==> src/rtl/pairmd_pkg.sv <==
package pairmd_pkg;

    typedef enum logic [2:0] {
        S_IDLE,
        S_CHECK,
        S_ITER,
        S_FIX,
        S_REPORT
    } md_state_e;

endpackage

==> src/rtl/pairmd_mulstep.sv <==
module pairmd_mulstep #(
    parameter int W = 32
) (
    input  logic [2*W-1:0] p_in,
    input  logic [W-1:0]   addend,
    output logic [2*W-1:0] p_out
);
    logic [W:0] sum;

    always_comb begin
        sum   = {1'b0, p_in[2*W-1:W]} + (p_in[0] ? {1'b0, addend} : '0);
        p_out = {sum, p_in[W-1:1]};
    end
endmodule

==> src/rtl/pairmd_divstep.sv <==
module pairmd_divstep #(
    parameter int W = 32
) (
    input  logic [2*W-1:0] p_in,
    input  logic [W-1:0]   dvs,
    output logic [2*W-1:0] p_out
);
    logic [W:0]   trial;
    logic [W:0]   diff;
    logic         fits;
    logic [W-1:0] rem_n;

    always_comb begin
        trial = {p_in[2*W-1:W], p_in[W-1]};
        diff  = trial - {1'b0, dvs};
        fits  = (trial >= {1'b0, dvs});
        rem_n = fits ? diff[W-1:0] : trial[W-1:0];
        p_out = {rem_n, p_in[W-2:0], fits};
    end
endmodule

==> src/rtl/pairmd_unit.sv <==
module pairmd_unit
    import pairmd_pkg::*;
#(
    parameter int W  = 32,
    parameter int HW = 16,
    parameter int RN = 4
) (
    input  logic          clk,
    input  logic          rst_n,
    input  logic          start,
    input  logic [1:0]    op,
    input  logic [RN-1:0] r1_num,
    input  logic [W-1:0]  pair_even,
    input  logic [W-1:0]  pair_odd,
    input  logic [W-1:0]  operand2,
    output logic          busy,
    output logic          done,
    output logic          wr_en,
    output logic          spec_exc,
    output logic          div_exc,
    output logic [W-1:0]  even_out,
    output logic [W-1:0]  odd_out
);
    localparam int DW = 2 * W;
    localparam int CW = $clog2(W);
    localparam logic [CW-1:0] LAST = CW'(W - 1);
    localparam logic [W-1:0]  HALF = {1'b1, {(W-1){1'b0}}};

    md_state_e state, state_n;

    logic [CW-1:0] cnt;
    logic [DW-1:0] work;
    logic [W-1:0]  opmag;
    logic          is_div, neg_a, neg_b;
    logic          wr_q, spec_q, dexc_q;
    logic [W-1:0]  res_even, res_odd;

    logic [DW-1:0] mul_next, div_next;
    logic [W-1:0]  mplier;
    logic [DW-1:0] dvd;
    logic          early_fault;
    logic [DW-1:0] prod_signed;
    logic [W-1:0]  quot_mag, rem_mag;
    logic          quot_ovf;

    pairmd_mulstep #(.W(W)) u_mul (.p_in(work), .addend(opmag), .p_out(mul_next));
    pairmd_divstep #(.W(W)) u_div (.p_in(work), .dvs(opmag),   .p_out(div_next));

    always_comb begin
        mplier      = op[0] ? {{(W-HW){operand2[HW-1]}}, operand2[HW-1:0]} : operand2;
        dvd         = {pair_even, pair_odd};
        early_fault = (opmag == '0) || (work[DW-1:W] >= opmag);
        prod_signed = neg_a ? (~work + 1'b1) : work;
        quot_mag    = work[W-1:0];
        rem_mag     = work[DW-1:W];
        quot_ovf    = neg_b ? (quot_mag > HALF) : (quot_mag >= HALF);
    end

    // state register
    always_ff @(posedge clk or negedge rst_n) begin
        if (!rst_n) state <= S_IDLE;
        else        state <= state_n;
    end

    always_comb begin
        state_n = state;
        unique case (state)
            S_IDLE:   if (start) state_n = r1_num[0] ? S_REPORT : S_CHECK;
            S_CHECK:  state_n = (is_div && early_fault) ? S_REPORT : S_ITER;
            S_ITER:   if (cnt == LAST) state_n = S_FIX;
            S_FIX:    state_n = S_REPORT;
            S_REPORT: state_n = S_IDLE;
            default:  state_n = S_IDLE;
        endcase
    end

    // datapath
    always_ff @(posedge clk or negedge rst_n) begin
        if (!rst_n) begin
            cnt      <= '0;
            work     <= '0;
            opmag    <= '0;
            is_div   <= 1'b0;
            neg_a    <= 1'b0;
            neg_b    <= 1'b0;
            wr_q     <= 1'b0;
            spec_q   <= 1'b0;
            dexc_q   <= 1'b0;
            res_even <= '0;
            res_odd  <= '0;
        end else begin
            unique case (state)
                S_IDLE: if (start) begin
                    wr_q   <= 1'b0;
                    dexc_q <= 1'b0;
                    spec_q <= r1_num[0];
                    cnt    <= '0;
                    is_div <= op[1];
                    if (op[1]) begin
                        work  <= dvd[DW-1] ? (~dvd + 1'b1) : dvd;
                        opmag <= operand2[W-1] ? (~operand2 + 1'b1) : operand2;
                        neg_a <= pair_even[W-1];
                        neg_b <= pair_even[W-1] ^ operand2[W-1];
                    end else begin
                        work  <= {{W{1'b0}}, pair_odd[W-1] ? (~pair_odd + 1'b1) : pair_odd};
                        opmag <= mplier[W-1] ? (~mplier + 1'b1) : mplier;
                        neg_a <= pair_odd[W-1] ^ mplier[W-1];
                        neg_b <= 1'b0;
                    end
                end
                S_CHECK: if (is_div && early_fault) dexc_q <= 1'b1;
                S_ITER: begin
                    work <= is_div ? div_next : mul_next;
                    cnt  <= cnt + 1'b1;
                end
                S_FIX: begin
                    if (!is_div) begin
                        res_even <= prod_signed[DW-1:W];
                        res_odd  <= prod_signed[W-1:0];
                        wr_q     <= 1'b1;
                    end else if (quot_ovf) begin
                        dexc_q <= 1'b1;
                    end else begin
                        res_even <= neg_a ? (~rem_mag + 1'b1) : rem_mag;
                        res_odd  <= neg_b ? (~quot_mag + 1'b1) : quot_mag;
                        wr_q     <= 1'b1;
                    end
                end
                S_REPORT: ;
                default: ;
            endcase
        end
    end

    // outputs
    always_comb begin
        busy     = (state != S_IDLE);
        done     = (state == S_REPORT);
        wr_en    = done & wr_q;
        spec_exc = done & spec_q;
        div_exc  = done & dexc_q;
        even_out = res_even;
        odd_out  = res_odd;
    end
endmodule

==> config.mk <==
export PLATFORM = sky130hd
export DESIGN_NAME = pairmd_unit
export DESIGN_NICKNAME = d
export VERILOG_FILES = /design/src/rtl/pairmd_pkg.sv /design/src/rtl/pairmd_mulstep.sv /design/src/rtl/pairmd_divstep.sv /design/src/rtl/pairmd_unit.sv
export SDC_FILE = /design/constraint.sdc
export NUM_CORES = 1
export LEC_CHECK = 0
export BUFFER_PORTS_ARGS = -buffer_cell sky130_fd_sc_hd__buf_2
export CORE_UTILIZATION = 40
export DETAILED_ROUTE_END_ITERATION = 7
export SYNTH_ARGS = -nofsm -noshare
export SYNTH_HDL_FRONTEND = slang
export SYNTH_SLANG_ARGS = --single-unit
export TNS_END_PERCENT = 20
==> constraint.sdc <==
create_clock -name clk -period 3.5 [get_ports clk]
set_input_delay 0.525 -clock clk [delete_from_list [all_inputs] [get_ports clk]]
set_output_delay 0.525 -clock clk [all_outputs]
set_load 0.01 [all_outputs]
==> summary.md, run 1 <==
| Metric | Value |
|---|---|
| Placed instance area | 18400 um^2 |
| Initial Util | 40.6% |
| Routed vias | 15.9k |
| Layout area overhead | 22.0% |
| Seq/Total Area, Yosys | 27.7% |
| Worst hold-check path type | in2async |
| CTS Root Cell | clkbuf_16 |
| Core area | 38700 um^2 |
| Clock period minus worst slack | 3430 ps |
| GP Congestion | 0.973 |
| Maxcap violations | 0 |
| Final hold viol count | 0 |
| Average size of a mapped cell | 7.96 um^2 |
| # IOs | 174 |
| R2R Path Start | opmag[22] |
| Endpoints failing setup | 0 |
| Die X | 200 um |
| Top cells by area, synth | dfrtp_1, ha_1, o21ai_0 |
| R2R cell count | 13 |
| Critical path, cell by cell | inv_1 > ha_2 > nand4_1 > or3_1 > nor2_1 > nand4_1 > and3_1 > a22oi_2 > buf_4 > buf_2 > mux2i_1 > nor2_1 > o32a_1 |
| H-tree levels | 4 |
| Slowest CP cell | ha_2 |
| Initial antenna violation count | 1 |
| PwrDens | 1100 nW/um^2 |
| First-pass GRT wire length | 86100 um |
| Period utilization | 97.9% |
| Slew margin rel. | 50.1% |
| Synth top area share | 27.7% |
| Vias in the first global route | 15.0k |
| Remaining DRCs | 0 |
| CP arrival | 3790 ps |
| Nets@finish | 2482 |
| Peak Freq | 292 MHz |
| Leading area contributor after synthesis | dfrtp_1 |
| RSZ-0062 raised after global routing | yes |
| Grt ovf | 0 |
| Most used DFF post-synth | dfrtp_1 |
| Status | finished clean |
| Critical path class | reg2reg |
| Cell count after synthesis | 1977 |
| Post-synth EDFFs | 0 |
| Vias/cell | 5.69 |
| Fin area | 19200 um^2 |
| CP Data Required Time | 3860 ps |
| Syn nets | 2187 |
| DRC violation total after the first TritonRoute iteration | 1381 |
| TritonCTS buffer count | 17 |
| Final ANT Viol Nets | 0 |
| Crit path capture type | flip-flop |
| TritonCTS clock tree | done |
| Worst R2R Setup Slack | 70 ps |
| Warnings, synthesis | 0 |
| Drt total wl | 55400 um |
| Skew final | 18.5 ps |
| Commonest non-fill, non-tap cell in the layout | nand2_1 |
| Tot Pwr | 21.2 mW |
| FILL cells | 3841 |
| Leak | 8.72 nW |
| Worst Path Max Fanout | 7 |
| Post-synth ARST share | 100% |
| Clk_lat worst skew | 480 ps |
| CTS sink cnt | 174 |
| Die Area | 40100 um^2 |
| Clk pin slew, worst setup/hold paths | 80 ps |
| Final Util | 49.6% |
| DP Wirelength | 44600 um |
| Reg-to-reg endpoint | work[42] |
| CP max stage delay | 420 ps |
| Slew @ Worst Pin | 748 ps |
| Share of cells above drive strength 1 | 21.2% |
| Pin count of the biggest net entering global routing | 128 |
| Avg WL per Cell | 19.8 um |
| Vert. Die Dim | 200 um |
| Number of distinct library cells after synthesis | 83 |
| Pins Over Slew Limit | 0 |
| Rows | 72 |
| Yosys reg bits | 174 |
| Max clock buf depth | 2 |
| Most frequent cells in the layout | nand2_1, buf_4, o21ai_0 |
| Critical path startpoint category | flip-flop |
| Mapped Area | 15700 um^2 |
| Port Buffers | 170 |
| Peak VDD IR | 383 uV |
| Total GRT Usage | 27.4% |
| DRT Pass-1 Iters | 6 |
==> flip-flops by register name, summed over array words and instances, names as in the netlist <==
signal,flops
work,64
even_out,32
odd_out,32
opmag,32
cnt,5
state,3
dexc_q,1
is_div,1
neg_a,1
neg_b,1
spec_q,1
wr_q,1
==> stage by stage <==
step / std cells / setup slack (ps) / setup TNS [ps] / hold WS, ps
floorplan: 1977 / 39.9 / 0 / 229
global placement: 2765 / -100 / -141 / 456
detailed placement: 2765 / -118 / -200 / 460
CTS: 2797 / 9.64 / 0 / 25.5
global route: 2803 / -55.0 / -177 / 55.8
finish: 2804 / 73.5 / 0 / 33.7
==> kinds of logic after synthesis <==
kind of cell	synth area share, %
AND/OR/NAND/NOR	19.1
XOR/XNOR	11.2
buffers and inverters	4.61
AO/OA/AOI/OAI	25.0
multiplexers	3.95
flip-flops	27.7
adder cells (fa/ha/maj)	8.45
==> synth_stat cells, drive strengths merged (28+ instances only) <==
master  instances
nand2         231
o21ai         207
a21oi         175
dfrtp         174
nor2          140
ha            103
xor2          103
clkbuf        101
xnor2          99
inv            57
mux2i          52
a21o           38
o31ai          38
nor3           36
a211oi         35
nand3          32
nor4           28
==> worst max-delay path by stage <==
stage | start | end | slack (ps) | depth (start not counted)
finish | opmag[22] | work[42] | 70 | 13
global route | work[18] | even_out[19] | -60 | 10
CTS | work[14] | even_out[19] | 10 | 10
detailed placement | pair_odd[20] | work[57] | -120 | 12
global placement | pair_odd[20] | work[57] | -100 | 12
floorplan | work[50] | work[42] | 40 | 12
==> routing by layer <==
layer	vias to the layer above	wire length (um)	GRT usage, %
met1	7539	27700	42.4
met5	-	0	0
met4	0	855	6.73
li1	7798	-	-
met3	46	4460	5.60
met2	565	22400	38.1
==> layout make-up <==
| class | instances | area, um^2 | area share (%) |
|---|---|---|---|
| Timing Repair Buffer | 395 | 2580 | 13.5 |
| Tap cell | 518 | 648 | 3.38 |
| Inverter | 57 | 216 | 1.13 |
| Clock buffer | 18 | 439 | 2.29 |
| Clock inverter | 14 | 194 | 1.01 |
| Multi-Input combinational cell | 1627 | 10800 | 56.0 |
| Antenna cell | 1 | 2.50 | 0.0130 |
| Sequential cell | 174 | 4360 | 22.7 |
==> where the power goes <==
group | total, mW | internal (mW) | leakage (nW) | switching, mW
Sequential | 3.79 | 2.97 | 2.16 | 0.824
Clock | 2.08 | 1.06 | 0.307 | 1.02
Combinational | 15.3 | 6.58 | 6.26 | 8.75
==> worst max-delay path: cells and delay by family (launching register included) <==
kind                     cells  cell delay, ps
adder cells (fa/ha/maj)      1             420
AO/OA/AOI/OAI                2             630
flip-flops                   1             350
AND/OR/NAND/NOR              6            1250
multiplexers                 1             200
buffers and inverters        3             480
==> what timing repair did <==
action / in CTS / in global routing
resized for setup: 1 / 26
pin swaps: 1 / 10
cloned: 0 / 1
setup buffers: 0 / 5
setup endpoints to repair: 2 / 44
hold buffers: 0 / 0
endpoints found under the hold margin: 0 / 0
Power figures use the tool's default switching activity.
==> run 2, diff against run 1 <==
CORE_ASPECT_RATIO = 1.75   (was default)
CORE_UTILIZATION = 55   (was 40)
PLACE_DENSITY = 0.79   (was default)
==> summary.md, run 2 (synthesis gave the netlist of run 1 again) <==
| Metric | Value |
|---|---|
| Fin area | 18800 um^2 |
| Share of cells above drive strength 1 | 19.9% |
| Peak Freq | 287 MHz |
| Tot Pwr | 20.9 mW |
| R2R cell count | 10 |
| Pre-CTS setup slack | -58.9 ps |
| GP Congestion | 0.983 |
| Pin count of the biggest net entering global routing | 127 |
| Post-Layout Cell Count | 2636 |
| DRC violation total after the first TritonRoute iteration | 1143 |
| DRT Pass-1 Iters | 5 |
| Vias/cell | 6.22 |
| Maxcap violations | 0 |
| Vias in the first global route | 16.1k |
| Worst Path Max Fanout | 2 |
| RSZ-0062 raised after global routing | yes |
| Commonest non-fill, non-tap cell in the layout | nand2_1 |
| # IOs | 174 |
| Total GRT Usage | 38.7% |
| Final hold viol count | 0 |
| Final setup margin | 19.6 ps |
| Grt met3 use | 6.94% |
| CP arrival | 3810 ps |
| Clock period minus worst slack | 3480 ps |
| Met2 Track Usage GR | 67.2% |
| Reg-to-reg endpoint | even_out[19] |
| Placed Cells | 2602 |
| Status | finished clean |
| CTS Root Cell | clkbuf_16 |
| Max clock buf depth | 2 |
| First-pass GRT wire length | 85100 um |
| Peak VDD IR | 531 uV |
| Skew final | 10.2 ps |
| Worst hold-check path type | in2async |
| Post-CTS Setup Inserts | 0 |
| Layout area overhead | 19.5% |
| Slew margin rel. | 47.5% |
| Clk_lat worst skew | 460 ps |
| Grt ovf | 0 |
| Die X | 130 um |
| DP Wirelength | 43900 um |
| Vert. Die Dim | 226 um |
| Final ANT Viol Nets | 0 |
| Top reg by flops | work |
| CTS sink cnt | 174 |
| Critical path startpoint category | flip-flop |
| Routed vias | 16.4k |
| TritonCTS clock tree | done |
| Hold_buf cts | 0 |
| Most frequent cells in the layout | nand2_1, o21ai_0, buf_4 |
| Final Util | 67.0% |
| Worst R2R Setup Slack | 20 ps |
| Endpoints failing setup | 0 |
| Slew @ Worst Pin | 780 ps |
| Remaining DRCs | 0 |
| Crit path capture type | flip-flop |
| Avg WL per Cell | 21.0 um |
| Fin Setup TNS | 0 ps |
| Rows | 81 |
| Period utilization | 99.4% |
| Leak | 8.61 nW |
| PwrDens | 1110 nW/um^2 |
| Largest register FFs | 64 |
| CP Data Required Time | 3830 ps |
| Port Buffers | 170 |
| R2R Path Start | work[14] |
| H-tree levels | 4 |
| Pins Over Slew Limit | 0 |
| TritonCTS buffer count | 17 |
| Initial antenna violation count | 2 |
| Critical path class | reg2reg |
| Initial Util | 56.0% |
| Drt total wl | 55300 um |
| Nets@finish | 2458 |
| Placed instance area | 18100 um^2 |
| Worst-case hold slack | 51.4 ps |
| GRT met1 Usage | 40.1% |
| Clk pin slew, worst setup/hold paths | 70 ps |
| Die Area | 29300 um^2 |
| Busiest grt layer | met2 |
| Core area | 28100 um^2 |
## run 2: cell types whose count changed in the layout (fill, tap and decap cells not counted), sizes merged
cell,delta
buf,-24
clkinvlp,+2
clkinv,-3
diode,+1
bufinv,+1
## run 2: repair_timing
action                     4_1_cts  5_1_grt
gates cloned                     0        0
pin swaps                        0        3
setup endpoints to repair        1       15
gates resized for setup          1       14
## run 2: report_power, final
group | switching (mW) | internal (mW)
combinational | 8.59 | 6.37
clock | 0.940 | 1.10
sequential | 0.903 | 2.97
## run 2: area by class of cell
class	instances	area (um^2)
Clock buffer	18	439
Multi-Input combinational cell	1627	10700
Tap cell	373	467
Clock inverter	14	171
Antenna cell	2	5.00
Inverter	57	214
Timing Repair Buffer	371	2430
Fill cell	2426	9270
Sequential cell	174	4360
## run 2: worst max path at each step
stage | from | end | slack, ps | cells after the start
after floorplan | work[50] | work[42] | 40 | 12
after global placement | pair_odd[20] | work[61] | -10 | 11
after detailed placement | work[0] | work[62] | -60 | 15
after CTS | work[0] | work[62] | 2 | 15
after global routing | work[14] | even_out[19] | -80 | 10
final | work[14] | even_out[19] | 20 | 10
## run 2: worst max-delay path, cell delays in order (launching register included)
cell,delay (ps)
dfrtp_1,390
or4_4,540
or3_4,410
nor4_4,420
o211ai_2,130
or3b_4,430
or2_4,260
or3_4,350
o31ai_4,180
xor2_1,160
o21ai_1,70
## run 2: per-layer routing
layer  vias up  part of all wire (%)
met4         2                   9.2
met2       649                    49
met5         -                 0.031
li1       7728                     -
met3       230                   6.1
met1      7790                    35
